<file path="config.mk">
export PLATFORM = sky130hd
export DESIGN_NAME = snoop_responder
export DESIGN_NICKNAME = d
export VERILOG_FILES = /design/src/rtl/snp_pkg.sv /design/src/rtl/snp_cmd_decode.sv /design/src/rtl/snp_tag_store.sv /design/src/rtl/snp_match.sv /design/src/rtl/snp_response.sv /design/src/rtl/snoop_responder.sv
export SDC_FILE = /design/constraint.sdc
export NUM_CORES = 1
export LEC_CHECK = 0
export BUFFER_PORTS_ARGS = -buffer_cell sky130_fd_sc_hd__buf_2
export CAP_MARGIN = 20
export CORE_MARGIN = 2
export CORE_UTILIZATION = 60
export CTS_CLUSTER_SIZE = 40
export DETAILED_ROUTE_END_ITERATION = 10
export GPL_TIMING_DRIVEN = 0
export PLACE_DENSITY = 0.85
export REMOVE_ABC_BUFFERS = 1
export SYNTH_ARGS = -nofsm -noshare
export SYNTH_HDL_FRONTEND = slang
export SYNTH_SLANG_ARGS = --single-unit
export TNS_END_PERCENT = 5
</file>
<file path="constraint.sdc">
create_clock -name clk -period 3 [get_ports clk]
set_input_delay 0.75 -clock clk [delete_from_list [all_inputs] [get_ports clk]]
set_output_delay 0.75 -clock clk [all_outputs]
set_load 0.02 [all_outputs]
</file>
<file path="src/rtl/snp_pkg.sv">
package snp_pkg;

  localparam int SNP_CMD_W = 4;

  localparam logic [SNP_CMD_W-1:0] CMD_IDLE      = 4'd0;
  localparam logic [SNP_CMD_W-1:0] CMD_RD_QUAD   = 4'd1;
  localparam logic [SNP_CMD_W-1:0] CMD_WR_QUAD   = 4'd2;
  localparam logic [SNP_CMD_W-1:0] CMD_RD_STREAM = 4'd3;
  localparam logic [SNP_CMD_W-1:0] CMD_WR_STREAM = 4'd4;
  localparam logic [SNP_CMD_W-1:0] CMD_IO_RD     = 4'd5;
  localparam logic [SNP_CMD_W-1:0] CMD_IO_WR     = 4'd6;

  // snoop class after decoding; stream write folds into write quad
  typedef enum logic [1:0] {
    CLS_NONE      = 2'd0,
    CLS_RD_QUAD   = 2'd1,
    CLS_WR_QUAD   = 2'd2,
    CLS_RD_STREAM = 2'd3
  } snp_cls_e;

endpackage

</file>
<file path="src/rtl/snp_cmd_decode.sv">
module snp_cmd_decode
  import snp_pkg::*;
(
  input  logic [SNP_CMD_W-1:0] cmd_code,
  output snp_cls_e             cmd_cls
);

  always_comb begin
    unique case (cmd_code)
      CMD_RD_QUAD:   cmd_cls = CLS_RD_QUAD;
      CMD_WR_QUAD,
      CMD_WR_STREAM: cmd_cls = CLS_WR_QUAD;
      CMD_RD_STREAM: cmd_cls = CLS_RD_STREAM;
      default:       cmd_cls = CLS_NONE;
    endcase
  end

endmodule

</file>
<file path="src/rtl/snp_tag_store.sv">
module snp_tag_store #(
  parameter int TAG_W   = 21,
  parameter int ENTRIES = 8,
  localparam int IDX_W  = (ENTRIES > 1) ? $clog2(ENTRIES) : 1
) (
  input  logic               clk,
  input  logic               rst_n,
  input  logic               fill_en,
  input  logic [IDX_W-1:0]   fill_idx,
  input  logic [TAG_W-1:0]   fill_tag,
  input  logic               fill_valid,
  input  logic               fill_master,
  output logic [TAG_W-1:0]   tag_q [ENTRIES],
  output logic [ENTRIES-1:0] valid_q,
  output logic [ENTRIES-1:0] master_q
);

  for (genvar i = 0; i < ENTRIES; i++) begin : g_entry
    logic             wr_sel;
    logic             valid_d;
    logic             master_d;
    logic [TAG_W-1:0] tag_d;

    // next-state
    always_comb begin
      wr_sel   = fill_en && (fill_idx == IDX_W'(i));
      valid_d  = wr_sel ? fill_valid  : valid_q[i];
      master_d = wr_sel ? fill_master : master_q[i];
      tag_d    = wr_sel ? fill_tag    : tag_q[i];
    end

    // state bits: reset clears them
    always_ff @(posedge clk or negedge rst_n) begin
      if (!rst_n) begin
        valid_q[i]  <= 1'b0;
        master_q[i] <= 1'b0;
      end else begin
        valid_q[i]  <= valid_d;
        master_q[i] <= master_d;
      end
    end

    // tag bits: qualified by valid, no reset
    always_ff @(posedge clk) begin
      if (wr_sel) begin
        tag_q[i] <= tag_d;
      end
    end
  end

endmodule

</file>
<file path="src/rtl/snp_match.sv">
module snp_match #(
  parameter int TAG_W   = 21,
  parameter int EXT_W   = 5,
  parameter int ENTRIES = 8
) (
  input  logic [EXT_W-1:0]   snp_ext,
  input  logic [TAG_W-1:0]   snp_tag,
  input  logic [TAG_W-1:0]   tag_q [ENTRIES],
  input  logic [ENTRIES-1:0] valid_q,
  input  logic [ENTRIES-1:0] master_q,
  output logic               hit_any,
  output logic               owned_any
);

  logic [ENTRIES-1:0] match_vec;
  logic               ext_zero;

  for (genvar i = 0; i < ENTRIES; i++) begin : g_cmp
    assign match_vec[i] = valid_q[i] && (tag_q[i] == snp_tag);
  end

  always_comb begin
    ext_zero  = (snp_ext == '0);
    hit_any   = ext_zero && (|match_vec);
    owned_any = ext_zero && (|(match_vec & master_q));
  end

endmodule

</file>
<file path="src/rtl/snp_response.sv">
module snp_response
  import snp_pkg::*;
(
  input  logic     clk,
  input  logic     rst_n,
  input  logic     cmd_cycle,
  input  snp_cls_e cmd_cls,
  input  logic     hit_any,
  input  logic     owned_any,
  output logic     hit_q,
  output logic     shared_q,
  output logic     abort_q
);

  logic hit_d;
  logic shared_d;
  logic abort_d;

  always_comb begin
    hit_d    = cmd_cycle && hit_any;
    shared_d = hit_d && (cmd_cls != CLS_NONE);
    abort_d  = shared_d && (cmd_cls == CLS_RD_QUAD) && owned_any;
  end

  always_ff @(posedge clk or negedge rst_n) begin
    if (!rst_n) begin
      hit_q    <= 1'b0;
      shared_q <= 1'b0;
      abort_q  <= 1'b0;
    end else begin
      hit_q    <= hit_d;
      shared_q <= shared_d;
      abort_q  <= abort_d;
    end
  end

endmodule

</file>
<file path="src/rtl/snoop_responder.sv">
module snoop_responder
  import snp_pkg::*;
#(
  parameter int DATA_W    = 32,
  parameter int EXT_W     = 5,
  parameter int QW_OFF_W  = 2,
  parameter int ENTRIES   = 8,
  localparam int ADDR_W   = DATA_W - SNP_CMD_W,
  localparam int RA_W     = ADDR_W - EXT_W,
  localparam int TAG_W    = RA_W - QW_OFF_W,
  localparam int IDX_W    = (ENTRIES > 1) ? $clog2(ENTRIES) : 1
) (
  input  logic              clk,
  input  logic              rst_n,
  input  logic              bus_cmd_cycle,
  input  logic [DATA_W-1:0] bus_data,
  input  logic              fill_en,
  input  logic [IDX_W-1:0]  fill_idx,
  input  logic [TAG_W-1:0]  fill_tag,
  input  logic              fill_valid,
  input  logic              fill_master,
  output logic              snoop_hit,
  output logic              snoop_shared,
  output logic              snoop_abort
);

  logic [SNP_CMD_W-1:0] cmd_code;
  logic [EXT_W-1:0]     snp_ext;
  logic [TAG_W-1:0]     snp_tag;
  logic [QW_OFF_W-1:0]  unused_qw_off;
  snp_cls_e             cmd_cls;
  logic [TAG_W-1:0]     tag_q [ENTRIES];
  logic [ENTRIES-1:0]   valid_q;
  logic [ENTRIES-1:0]   master_q;
  logic                 hit_any;
  logic                 owned_any;

  // field split of the bus word
  assign cmd_code      = bus_data[DATA_W-1 -: SNP_CMD_W];
  assign snp_ext       = bus_data[ADDR_W-1 -: EXT_W];
  assign snp_tag       = bus_data[RA_W-1 : QW_OFF_W];
  assign unused_qw_off = bus_data[QW_OFF_W-1:0];

  snp_cmd_decode u_dec (
    .cmd_code (cmd_code),
    .cmd_cls  (cmd_cls)
  );

  snp_tag_store #(
    .TAG_W   (TAG_W),
    .ENTRIES (ENTRIES)
  ) u_tags (
    .clk         (clk),
    .rst_n       (rst_n),
    .fill_en     (fill_en),
    .fill_idx    (fill_idx),
    .fill_tag    (fill_tag),
    .fill_valid  (fill_valid),
    .fill_master (fill_master),
    .tag_q       (tag_q),
    .valid_q     (valid_q),
    .master_q    (master_q)
  );

  snp_match #(
    .TAG_W   (TAG_W),
    .EXT_W   (EXT_W),
    .ENTRIES (ENTRIES)
  ) u_match (
    .snp_ext   (snp_ext),
    .snp_tag   (snp_tag),
    .tag_q     (tag_q),
    .valid_q   (valid_q),
    .master_q  (master_q),
    .hit_any   (hit_any),
    .owned_any (owned_any)
  );

  snp_response u_resp (
    .clk       (clk),
    .rst_n     (rst_n),
    .cmd_cycle (bus_cmd_cycle),
    .cmd_cls   (cmd_cls),
    .hit_any   (hit_any),
    .owned_any (owned_any),
    .hit_q     (snoop_hit),
    .shared_q  (snoop_shared),
    .abort_q   (snoop_abort)
  );

endmodule

</file>
==> key figures <==
Global route
  – GRT met1 Usage: 0.360
  – Number of global-route vias before repair: 4536
  – GRT Residual Overflow: 0
  – First-pass GRT wire length: 27100 um
  – Antenna violations before repair: 0
  – Largest net degree at the start of global routing: 24
  – Gr usage total: 0.268
  – GR Layer Usage met2: 0.426
  – GR Util met3: 0.0551
  – Gr busiest metal: met2

STA
  – Setup total negative slack: 0 ns
  – Crit share post-route: 0.804
  – Fin crit period: 2.41 ns
  – Least-Margin Pin Slew: 1.07 ns
  – WHS: 0.258 ns
  – Fin. Hold Viols: 0
  – RSZ-0062 raised after global routing: no
  – Rel. slew slack: 0.286
  – Setup Viol. Count Final: 0
  – Max Clock Freq: 0.415 GHz
  – Slew Limit Fails: 0
  – Worst Clk Skew: 0.00761 ns

Final layout
  – Layout Area Growth over Synthesis: 12.7%
  – Number of fill cells: 856
  – Register area: 5520 um^2
  – Nets: 639
  – Multi-input logic area: roughly 2300 um^2
  – Layout cell share with drive strength beyond 1: 0.202
  – Diodes inserted: 0

Clock tree
  – CTS sink count: 187
  – Clock Latency Late Sink: 0.44 ns
  – Root buffer cell: clkbuf_16
  – Post-CTS resize count: 0
  – Clock tree from TritonCTS: built
  – Max clock buf depth: 2
  – Clock slew at reported path FFs: about 0.06 ns
  – Cts bufs inserted: 17
  – H-tree levels: 4
  – Setup Buffers After CTS: 0
  – Hold buffer count at cts: 0

Route
  – First drt pass iteration count: 5
  – Antenna-violating nets left: 0
  – # DRC: 0
  – Wire length per cell: 23.6 um
  – Via density per instance: 5.90
  – Via count of the routed design: 4521
  – Post-Route WL: 18100 um
  – Initial detailed-routing violation count: 532

Synthesis
  – Syn avg cell area: 15.7 um^2
  – Top cell type's share of synthesized area: 0.627
  – Synth Area in Adders: 0
  – Post-Syn Instances: 511
  – Area contributors post-synth: edfxtp_1, xnor2_1, dfrtp_1
  – Post-synth top area cell: edfxtp_1
  – Synth Area in Compound Gates: 0.00716
  – Post-Syn Area: 8040 um^2
  – YS warnings: 0
  – Synth Area in XOR/XNOR: 0.185
  – Seq/Total Area, Yosys: 0.686
  – Post-synthesis mux area share: 0.0112
  – Largest family of logic cells by synthesized area: XOR/XNOR gates
  – Post-synth cell types: 25
  – Simple-Gate Fraction of Synth Area: 0.0818
  – FF+latch count, synth: 187

Critical path
  – CP startpoint kind: input port
  – Crit-path slowest cell: nor4_1
  – Worst path cell trace: buf_2 > xor2_1 > nor4_1 > and3_1 > nand3_1 > and4_4 > a2111oi_4
  – Reg2Reg Depth: 6
  – CP required: 3.33 ns
  – Crit path kind: input port to flop
  – CP max stage delay: about 0.7 ns
  – R2R setup slack: 0.79 ns
  – Largest delay contributor family on the critical path: simple AND/OR/NAND/NOR gates
  – Crit Reg-Reg Endpoint: u_resp.abort_q
  – Worst r2r src: u_tags.tag_q[31]
  – Setup crit end kind: flop
  – Crit-path max FO: 8
  – WP data arrival: 2.74 ns
  – Crit path buffers/inverters: 1

Job
  – Max cap viols: 0

Die
  – Row cnt: 42
  – Starting density of the core: 0.610
  – Ports: 65
  – DIE WIDTH: 120 um
  – Core area: roughly 13000 um^2
  – Die area: 14300 um^2
  – Die Y-Extent: 120 um

Run status
  – Outcome: completed

Placement
  – GP Congestion: 0.929
  – I/O Buffers: 62
  – Detail Placement HPWL: 12400 um

Power and ir drop
  – P_leak: 2.97 nW
  – Pwr dens: 639 nW/um^2
  – Max VDD drop: 0.384 mV
  – Tot Pwr: 0.00579 W

Hold path
  – Worst min path class: input port to async pin
cells by family after synthesis:
group                     after synthesis
DFF                                   187
muxes                                   8
AOI/OAI and AO/OA                       5
buffers and inverters                  25
xor gates and xnor gates              169
and+or+nand+nor                       117
synthesized netlist by cell type:
| library cell | n |
|---|---|
| buf_2 | 1 |
| nand2_1 | 32 |
| buf_6 | 16 |
| or2_2 | 4 |
| dfrtp_1 | 19 |
| xnor2_2 | 1 |
| and3_1 | 3 |
| nor2_1 | 10 |
| nor3_1 | 3 |
| nand2b_1 | 3 |
| and4_4 | 2 |
| nor4_2 | 5 |
| nand4_1 | 38 |
| buf_4 | 4 |
| nand3_1 | 8 |
| xor2_1 | 13 |
| edfxtp_1 | 168 |
| xnor2_1 | 155 |
| nor4_1 | 7 |
| a2111oi_4 | 1 |
| nand3b_1 | 1 |
| inv_1 | 4 |
| mux2_2 | 8 |
| and4_1 | 1 |
| a22oi_1 | 4 |
how the worst max path moves through the flow:
stage                 start  depth (start not counted)            endpoint
2_1_floorplan   fill_idx[2]                          3  u_tags.master_q[0]
3_3_place_gp    fill_idx[2]                          4  u_tags.master_q[0]
3_5_place_dp   bus_data[12]                          7      u_resp.abort_q
4_1_cts        bus_data[12]                          7      u_resp.abort_q
5_1_grt        bus_data[12]                          7      u_resp.abort_q
6_report       bus_data[12]                          7      u_resp.abort_q
registers in the layout, indices dropped and copies added, names as in the netlist:
name	flops
u_tags.valid_q	8
u_resp.hit_q	1
u_resp.shared_q	1
u_tags.tag_q	168
u_resp.abort_q	1
u_tags.master_q	8
through the flow:
| stage | utilization | std cells | cell area (um^2) | setup WS, ns |
|---|---|---|---|---|
| 2_1_floorplan | - | 490 | 7830 | -0.0944 |
| 3_3_place_gp | 0.634 | 728 | 8360 | -1.32 |
| 3_5_place_dp | 0.642 | 734 | 8460 | 0.206 |
| 4_1_cts | 0.688 | 766 | 9070 | 0.642 |
| 5_1_grt | 0.688 | 766 | 9070 | 0.464 |
| 6_report | 0.688 | 766 | 9070 | 0.589 |
where the power goes:
| part | internal (W) | switching [W] |
|---|---|---|
| Sequential | 0.00296 | 0.0000642 |
| Combinational | 0.000184 | 0.000261 |
| Clock | 0.00139 | 0.000933 |
final cells by class:
| class | count | share of cell area |
|---|---|---|
| clock buffer | 19 | 0.0477 |
| clock inverter | 13 | 0.0192 |
| inverter | 4 | 0.00166 |
| multi-input combinational | 299 | 0.255 |
| sequential | 187 | 0.609 |
| tap | 176 | 0.0243 |
| timing repair buffer | 68 | 0.0439 |
layer usage:
layer / vias up / part of all wire
met5: - / 0
met4: 0 / 0.039
met3: 51 / 0.093
met2: 265 / 0.48
met1: 2231 / 0.39
li1: 1974 / -
layout by cell type, fill, tap and decap left out, drive strengths merged:
cell,n
edfxtp,168
xnor2,156
buf,68
nand4,38
nand2,32
dfrtp,19
clkbuf,19
xor2,13
nor4,12
nor2,10
nand3,8
mux2,8
clkinv,7
inv,5
a22oi,4
or2,4
bufinv,4
and3,3
nand2b,3
and4,3
nor3,3
nand3b,1
a2111oi,1
clkinvlp,1
Note: power is estimated with default switching activity, not from simulation.
